===== src/rtl/bspi_pkg.sv =====
package bspi_pkg;
  localparam int unsigned BYTE_W = 8;

  localparam logic [1:0] ADDR_CTRL = 2'd0;
  localparam logic [1:0] ADDR_TX   = 2'd1;
  localparam logic [1:0] ADDR_RX   = 2'd2;

  localparam int unsigned CB_EN   = 0;
  localparam int unsigned CB_CPOL = 1;
  localparam int unsigned CB_CPHA = 2;
  localparam int unsigned CB_LSB  = 7;

  // bit presented on the line for the current shifter content
  function automatic logic tx_bit(input logic [BYTE_W-1:0] v, input logic lsb);
    return lsb ? v[0] : v[BYTE_W-1];
  endfunction

  // shifter content after one bit has left
  function automatic logic [BYTE_W-1:0] tx_advance(input logic [BYTE_W-1:0] v, input logic lsb);
    return lsb ? {1'b0, v[BYTE_W-1:1]} : {v[BYTE_W-2:0], 1'b0};
  endfunction

  // receive shifter content after one sampled bit
  function automatic logic [BYTE_W-1:0] rx_insert(input logic [BYTE_W-1:0] v, input logic b,
                                                  input logic lsb);
    return lsb ? {b, v[BYTE_W-1:1]} : {v[BYTE_W-2:0], b};
  endfunction

  function automatic logic [7:0] pack_ctrl(input logic lsb, input logic ovr, input logic done,
                                           input logic txe, input logic rxf, input logic cpha,
                                           input logic cpol, input logic en);
    return {lsb, ovr, done, txe, rxf, cpha, cpol, en};
  endfunction
endpackage


===== src/rtl/bspi_timer.sv =====
module bspi_timer #(
  parameter int unsigned HALF_DIV = 2,
  parameter int unsigned BITS     = 8
) (
  input  logic clk,
  input  logic rst_n,
  input  logic en,
  input  logic cpol,
  input  logic start,
  output logic busy,
  output logic tick,
  output logic lead_ev,
  output logic trail_ev,
  output logic last_ev,
  output logic sclk
);
  localparam int unsigned EDGES = 2 * BITS;
  localparam int unsigned CW    = (HALF_DIV > 1) ? $clog2(HALF_DIV) : 1;
  localparam int unsigned EW    = $clog2(EDGES);

  logic [CW-1:0] div_q;
  logic [EW-1:0] edge_q;
  logic          busy_q;
  logic          sclk_q;

  assign tick     = en && busy_q && (div_q == CW'(HALF_DIV - 1));
  assign lead_ev  = tick && !edge_q[0];
  assign trail_ev = tick && edge_q[0];
  assign last_ev  = tick && (edge_q == EW'(EDGES - 1));
  assign busy     = busy_q;
  assign sclk     = sclk_q;

  always_ff @(posedge clk or negedge rst_n) begin
    if (!rst_n) begin
      busy_q <= 1'b0;
      div_q  <= '0;
      edge_q <= '0;
      sclk_q <= 1'b0;
    end else if (!en) begin
      busy_q <= 1'b0;
      div_q  <= '0;
      edge_q <= '0;
      sclk_q <= cpol;
    end else begin
      if (start) begin
        busy_q <= 1'b1;
        div_q  <= '0;
        edge_q <= '0;
      end else if (busy_q) begin
        if (tick) begin
          div_q  <= '0;
          edge_q <= edge_q + 1'b1;
          if (last_ev) busy_q <= 1'b0;
        end else begin
          div_q <= div_q + 1'b1;
        end
      end
      if (tick) sclk_q <= ~sclk_q;
      else if (!busy_q && !start) sclk_q <= cpol;
    end
  end
endmodule


===== src/rtl/bspi_shifter.sv =====
module bspi_shifter
  import bspi_pkg::*;
(
  input  logic              clk,
  input  logic              rst_n,
  input  logic              en,
  input  logic              lsb_first,
  input  logic              cpha,
  input  logic              start,
  input  logic [BYTE_W-1:0] load_data,
  input  logic              lead_ev,
  input  logic              trail_ev,
  input  logic              last_ev,
  input  logic              miso,
  output logic              mosi,
  output logic [BYTE_W-1:0] rx_word
);
  logic [BYTE_W-1:0] tx_q;
  logic [BYTE_W-1:0] rx_q;
  logic              mosi_q;
  logic              drive_ev;
  logic              sample_ev;

  assign drive_ev  = cpha ? lead_ev : (trail_ev && !last_ev);
  assign sample_ev = cpha ? trail_ev : lead_ev;
  // includes the sample taken in this very cycle so the last bit is not lost
  assign rx_word   = sample_ev ? rx_insert(rx_q, miso, lsb_first) : rx_q;
  assign mosi      = mosi_q;

  always_ff @(posedge clk or negedge rst_n) begin
    if (!rst_n) begin
      tx_q   <= '0;
      rx_q   <= '0;
      mosi_q <= 1'b0;
    end else if (!en) begin
      tx_q   <= '0;
      rx_q   <= '0;
      mosi_q <= 1'b0;
    end else if (start) begin
      rx_q <= '0;
      if (!cpha) begin
        mosi_q <= tx_bit(load_data, lsb_first);
        tx_q   <= tx_advance(load_data, lsb_first);
      end else begin
        tx_q <= load_data;
      end
    end else begin
      if (sample_ev) rx_q <= rx_word;
      if (drive_ev) begin
        mosi_q <= tx_bit(tx_q, lsb_first);
        tx_q   <= tx_advance(tx_q, lsb_first);
      end
    end
  end
endmodule


===== src/rtl/bspi_regs.sv =====
module bspi_regs
  import bspi_pkg::*;
(
  input  logic              clk,
  input  logic              rst_n,
  input  logic [1:0]        bus_addr,
  input  logic              bus_wr,
  input  logic              bus_rd,
  input  logic [7:0]        bus_wdata,
  output logic [7:0]        bus_rdata,
  input  logic              irq_sel,
  output logic              irq,
  input  logic              busy,
  input  logic              last_ev,
  input  logic [BYTE_W-1:0] rx_word,
  output logic              start,
  output logic [BYTE_W-1:0] tx_load,
  output logic              cfg_en,
  output logic              cfg_lsb,
  output logic              cfg_cpha,
  output logic              cfg_cpol,
  output logic              stat_txe,
  output logic              stat_done,
  output logic              stat_rxf,
  output logic              stat_ovr,
  output logic              rx_rd,
  output logic              armed
);
  logic              en_q, lsb_q, cpha_q, cpol_q;
  logic              txf_q, rxf_q, done_q, ovr_q, armed_q;
  logic [BYTE_W-1:0] txb_q, rxb_q;
  logic              ctrl_wr, ctrl_rd, tx_wr;

  assign ctrl_wr = bus_wr && (bus_addr == ADDR_CTRL);
  assign ctrl_rd = bus_rd && (bus_addr == ADDR_CTRL);
  assign tx_wr   = bus_wr && (bus_addr == ADDR_TX);
  assign rx_rd   = bus_rd && (bus_addr == ADDR_RX);

  assign start   = en_q && txf_q && (!busy || last_ev);
  assign tx_load = txb_q;

  // configuration: locked while enabled
  always_ff @(posedge clk or negedge rst_n) begin
    if (!rst_n) begin
      en_q   <= 1'b0;
      lsb_q  <= 1'b0;
      cpha_q <= 1'b0;
      cpol_q <= 1'b0;
    end else if (ctrl_wr) begin
      en_q <= bus_wdata[CB_EN];
      if (!en_q) begin
        lsb_q  <= bus_wdata[CB_LSB];
        cpha_q <= bus_wdata[CB_CPHA];
        cpol_q <= bus_wdata[CB_CPOL];
      end
    end
  end

  // transmit holding register and interrupt arming
  always_ff @(posedge clk or negedge rst_n) begin
    if (!rst_n) begin
      txb_q   <= '0;
      txf_q   <= 1'b0;
      armed_q <= 1'b0;
    end else if (!en_q) begin
      txf_q   <= 1'b0;
      armed_q <= 1'b0;
    end else begin
      if (tx_wr) begin
        txb_q <= bus_wdata;
        txf_q <= 1'b1;
      end else if (start) begin
        txf_q <= 1'b0;
      end
      if (start) armed_q <= 1'b1;
    end
  end

  // receive side and sticky flags
  always_ff @(posedge clk or negedge rst_n) begin
    if (!rst_n) begin
      rxb_q  <= '0;
      rxf_q  <= 1'b0;
      done_q <= 1'b0;
      ovr_q  <= 1'b0;
    end else begin
      if (last_ev) begin
        rxb_q <= rx_word;
        rxf_q <= 1'b1;
      end else if (rx_rd) begin
        rxf_q <= 1'b0;
      end
      if (last_ev) done_q <= 1'b1;
      else if (ctrl_rd) done_q <= 1'b0;
      if (last_ev && rxf_q && !rx_rd) ovr_q <= 1'b1;
      else if (ctrl_rd) ovr_q <= 1'b0;
    end
  end

  always_comb begin
    unique case (bus_addr)
      ADDR_CTRL: bus_rdata = pack_ctrl(lsb_q, ovr_q, done_q, !txf_q, rxf_q, cpha_q, cpol_q, en_q);
      ADDR_RX:   bus_rdata = rxb_q;
      default:   bus_rdata = '0;
    endcase
  end

  assign irq       = irq_sel ? done_q : (armed_q && !txf_q);
  assign cfg_en    = en_q;
  assign cfg_lsb   = lsb_q;
  assign cfg_cpha  = cpha_q;
  assign cfg_cpol  = cpol_q;
  assign stat_txe  = !txf_q;
  assign stat_done = done_q;
  assign stat_rxf  = rxf_q;
  assign stat_ovr  = ovr_q;
  assign armed     = armed_q;
endmodule


===== src/rtl/bspi_master.sv =====
module bspi_master
  import bspi_pkg::*;
#(
  parameter int unsigned HALF_DIV = 2
) (
  input  logic       clk,
  input  logic       rst_n,
  input  logic [1:0] bus_addr,
  input  logic       bus_wr,
  input  logic       bus_rd,
  input  logic [7:0] bus_wdata,
  output logic [7:0] bus_rdata,
  input  logic       irq_sel,
  output logic       irq,
  output logic       sclk,
  output logic       mosi,
  input  logic       miso
);
  logic              cfg_en, cfg_lsb, cfg_cpha, cfg_cpol;
  logic              tmr_busy, tmr_tick, tmr_lead, tmr_trail;
  logic              xfer_start, xfer_last;
  logic [BYTE_W-1:0] tx_load, rx_word;
  logic              stat_txe, stat_done, stat_rxf, stat_ovr;
  logic              rx_rd_pulse, irq_armed;

  bspi_regs u_regs (
    .clk       (clk),
    .rst_n     (rst_n),
    .bus_addr  (bus_addr),
    .bus_wr    (bus_wr),
    .bus_rd    (bus_rd),
    .bus_wdata (bus_wdata),
    .bus_rdata (bus_rdata),
    .irq_sel   (irq_sel),
    .irq       (irq),
    .busy      (tmr_busy),
    .last_ev   (xfer_last),
    .rx_word   (rx_word),
    .start     (xfer_start),
    .tx_load   (tx_load),
    .cfg_en    (cfg_en),
    .cfg_lsb   (cfg_lsb),
    .cfg_cpha  (cfg_cpha),
    .cfg_cpol  (cfg_cpol),
    .stat_txe  (stat_txe),
    .stat_done (stat_done),
    .stat_rxf  (stat_rxf),
    .stat_ovr  (stat_ovr),
    .rx_rd     (rx_rd_pulse),
    .armed     (irq_armed)
  );

  bspi_timer #(
    .HALF_DIV (HALF_DIV),
    .BITS     (BYTE_W)
  ) u_tmr (
    .clk      (clk),
    .rst_n    (rst_n),
    .en       (cfg_en),
    .cpol     (cfg_cpol),
    .start    (xfer_start),
    .busy     (tmr_busy),
    .tick     (tmr_tick),
    .lead_ev  (tmr_lead),
    .trail_ev (tmr_trail),
    .last_ev  (xfer_last),
    .sclk     (sclk)
  );

  bspi_shifter u_shf (
    .clk       (clk),
    .rst_n     (rst_n),
    .en        (cfg_en),
    .lsb_first (cfg_lsb),
    .cpha      (cfg_cpha),
    .start     (xfer_start),
    .load_data (tx_load),
    .lead_ev   (tmr_lead),
    .trail_ev  (tmr_trail),
    .last_ev   (xfer_last),
    .miso      (miso),
    .mosi      (mosi),
    .rx_word   (rx_word)
  );
endmodule


===== config.mk =====
export PLATFORM = sky130hd
export DESIGN_NAME = bspi_master
export DESIGN_NICKNAME = d
export VERILOG_FILES = /design/src/rtl/bspi_pkg.sv /design/src/rtl/bspi_timer.sv /design/src/rtl/bspi_shifter.sv /design/src/rtl/bspi_regs.sv /design/src/rtl/bspi_master.sv
export SDC_FILE = /design/constraint.sdc
export NUM_CORES = 1
export LEC_CHECK = 0
export BUFFER_PORTS_ARGS = -buffer_cell sky130_fd_sc_hd__buf_2
export CAP_MARGIN = 20
export CORE_MARGIN = 2
export CORE_UTILIZATION = 35
export CTS_CLUSTER_SIZE = 8
export DETAILED_ROUTE_END_ITERATION = 8
export GPL_TIMING_DRIVEN = 0
export PLACE_DENSITY = 0.56
export SYNTH_ARGS = -nofsm -noshare
export SYNTH_HDL_FRONTEND = slang
export SYNTH_SLANG_ARGS = --single-unit
export TNS_END_PERCENT = 5

===== constraint.sdc =====
create_clock -name clk -period 4.5 [get_ports clk]
set_input_delay 1.125 -clock clk [delete_from_list [all_inputs] [get_ports clk]]
set_output_delay 1.125 -clock clk [all_outputs]
set_load 0.01 [all_outputs]

==> reports/qor.yml <==
layoutNonFillerInstCount: 398
power.share.switching_pct: 31.14
ctsHoldBuffers: 0
drc: 0
drv_slew: 0
antenna_found_initial: 0
dieHeight_um: 89.92
dieArea_um2: 8086
drv_cap: 0
drt_iter0_drc: 148
status: "complete, no violations"
max_clock_freq_ghz: 0.2994
cts-root-buf: "clkbuf_8"
powerDensity_nw_per_um2: 408.1
placement_rows: 31
endpoint_kind: "output pin"
core-area_um2: 7214
hold_viol: 0
syn_nets: 281
nets: 315
min_period_ps: 3340
hold_end: "u_regs.rxb_q[3]"
period_share_pct: 74.23
grt_start_max_net_pins: 50
cp_top_family: "buffers and inverters"
clock_tree.buffer_depth: 2
dp_hpwl_um: 4186
start_kind: "input port"
p_comb_share_pct: 26.8
clkPwrFrac_pct: 26.7
multiInputGateArea_um2: 1269
path_max_fanout: 10
numClockSinks: 49
numCtsBuffers: 5
synth-seq-cells: 49
yosysSeqAreaShare_pct: 47.46
wirelength_um: 5926
grt_util_all_layers_pct: 15.42
register_area_um2: 1226
antennaDiodeCount: 0
dp.cells: 389
power_frac_seq_pct: 46.5
tightest_slew_ps: 614.9
final_area_um2: 2982
drtPass1Iterations: 4
reg2reg_slack_ps: 2370
peakVddDrop_mv: 0.1374
postCtsSetupRepairBufs: 0
cp_slowest_cell: "buf_1"
cp_num_buf_inv: 3
yosys_warnings: 0
clk_latency_ps: 300
synth_cells: 264
crit_type: "in -> out"
setup_viol: 0
yosys.area.top_type: "dfrtp_1"
whs_ps: 494.2
netlist_area_um2: 2584
synth_area_per_cell_um2: 9.787
fillers: 753
timing.rr.start: "u_tmr.edge_q[0]"
vias: 2043
grt_setup_unrepaired: "no"
portBuffers: 26
overflow: 0
required_ps: 3380
placed_area_um2: 2838
cts_max_level: 2
drive_gt1_share_pct: 17.73
drtAntennaViolNets: 0
ys_top_cells_by_area: "dfrtp_1, mux2i_1, nand2_1"
slew_headroom_pct: 59.01
regToRegEndpoint: "u_shf.tx_q[0]"
p_int_w: 0.0008378
worstHoldPathType: "reg -> reg"
syn2layout_area_growth_pct: 15.40
die_x_um: 89.92
r2r_cells: 6
avgViaCountPerCell: 5.133
cts_tree: "done"
crit_chain: "buf_2 -> buf_1 -> mux2i_1 -> nor2_1 -> buf_2"
cts_resized: 0
place.gp.congestion: 0.7927
p_sw_w: 0.0003789
arrival_ps: 2220
post_drt_wl_per_cell_um: 14.89
synth_top_area_share_pct: 47.46
ys_types: 39
io_pins: 27
p_leak_nw: 1.352
grt_first_pass_wirelength_um: 10080
clk_pin_slew_ps: 90
worstHoldStart: "u_regs.rxb_q[3]"
crit_path_frequent_cell: "buf_2"
tns_ps: 0
hold_depth: 2
cp_slowest_stage_delay_ps: 460
initial_utilization_pct: 35.81
grt_pass1_vias: 1974
finalClockSkew_ps: 12.13
==> synthesized netlist by cell type, drive strengths merged <==
cell     n
a211oi   4
a21boi   1
a21oi   13
a22o     1
a22oi    1
a311oi   1
a31oi    2
and2     2
and3     1
buf      8
clkbuf   9
clkinv   1
dfrtp   49
ha       1
inv      2
mux2    17
mux2i   24
nand2   33
nand2b   4
nand3   15
nand3b   2
nand4    1
nand4b   1
nor2    26
nor2b    3
nor3     1
nor3b    2
o21ai   23
o221ai   1
o22a     8
o22ai    1
or2      1
xnor2    2
xor2     3
==> cell usage in the layout, fill, tap and decap left out, types with 2 or more instances in the layout <==
cell type,instances
mux2_1,6
a211oi_1,4
a21oi_1,13
a31oi_1,2
buf_2,31
and2_1,2
nor2_1,26
nand2_1,33
mux2_2,11
o21ai_1,18
nand3b_1,2
nor3b_1,2
o21ai_0,5
clkbuf_8,6
buf_1,2
inv_1,2
xor2_1,3
nand2b_1,4
mux2i_1,24
dfrtp_1,49
o22a_1,8
nand3_1,15
nor2b_1,3
clkbuf_1,10
==> layer usage <==
metal | global-route usage [%] | vias to the layer above | part of all wire, %
li1 | - | 998 | -
met2 | 23.11 | 33 | 44
met5 | 0 | - | 0
met1 | 22.23 | 1004 | 51
met3 | 3.521 | 8 | 3.5
met4 | 4.872 | 0 | 1.3
==> power by group through the flow <==
stage	sequential, W	clock, W	combinational [W]
after detailed placement	0.000574	0	0.000323
after global placement	0.000574	0	0.000320
after floorplan	0.000557	0	0.000244
final	0.000566	0.000324	0.000326
after global routing	0.000579	0.000353	0.000361
after CTS	0.000566	0.000337	0.000325
==> worst register-to-register path: stages (launching register included) <==
cell and delay, ps:
dfrtp_1 470, ha_1 300, nand3_1 180, o221ai_1 370, clkbuf_1 430, a21oi_1 90
o22a_1 170
==> state kept, by name (all words and copies together), names as in the netlist, 4 cells and up <==
register / count
u_tmr.edge_q: 4
u_shf.tx_q: 8
u_regs.rxb_q: 8
u_regs.tx_load: 8
u_shf.rx_q: 8
==> per-stage QoR <==
stage / power [W] / worst slack [ps] / utilization [%]
finish: 0.001217 / 1160 / 41.33
global route: 0.001293 / 1024 / 41.33
CTS: 0.001228 / 1148 / 40.95
detailed placement: 0.0008977 / 1146 / 39.33
global placement: 0.0008938 / 1165 / 39.33
floorplan: 0.0008018 / 1593 / -
==> kinds of logic (layout without fill, tap and decap cells) <==
family | count (synthesis) | after routing | synth area share (%)
compound gates | 56 | 56 | 13.85
xor+xnor | 5 | 5 | 1.986
fa+ha+maj | 1 | 1 | 0.4842
buf+inv | 20 | 55 | 3.438
flops | 49 | 49 | 47.46
mux | 41 | 41 | 16.71
simple gates | 92 | 92 | 16.08
==> how the worst max path moves through the flow <==
stage / startpoint / to / slack, ps / depth (start not counted)
floorplan: bus_addr[1] / bus_rdata[1] / 1590 / 3
global placement: bus_addr[1] / bus_rdata[1] / 1160 / 5
detailed placement: bus_addr[1] / bus_rdata[1] / 1150 / 5
CTS: bus_addr[1] / bus_rdata[7] / 1150 / 5
global route: bus_addr[1] / bus_rdata[7] / 1020 / 5
finish: bus_addr[1] / bus_rdata[7] / 1160 / 5
==> area by class of cell <==
| class | instances | share of cell area (%) |
|---|---|---|
| Multi-Input combinational cell | 195 | 42.55 |
| Clock buffer | 7 | 2.896 |
| Tap cell | 99 | 4.154 |
| Inverter | 3 | 0.3777 |
| Timing Repair Buffer | 27 | 5.287 |
| Sequential cell | 49 | 41.12 |
| Clock inverter | 1 | 1.007 |
| Buffer | 17 | 2.602 |
Note: power is estimated with default switching activity, not from simulation.
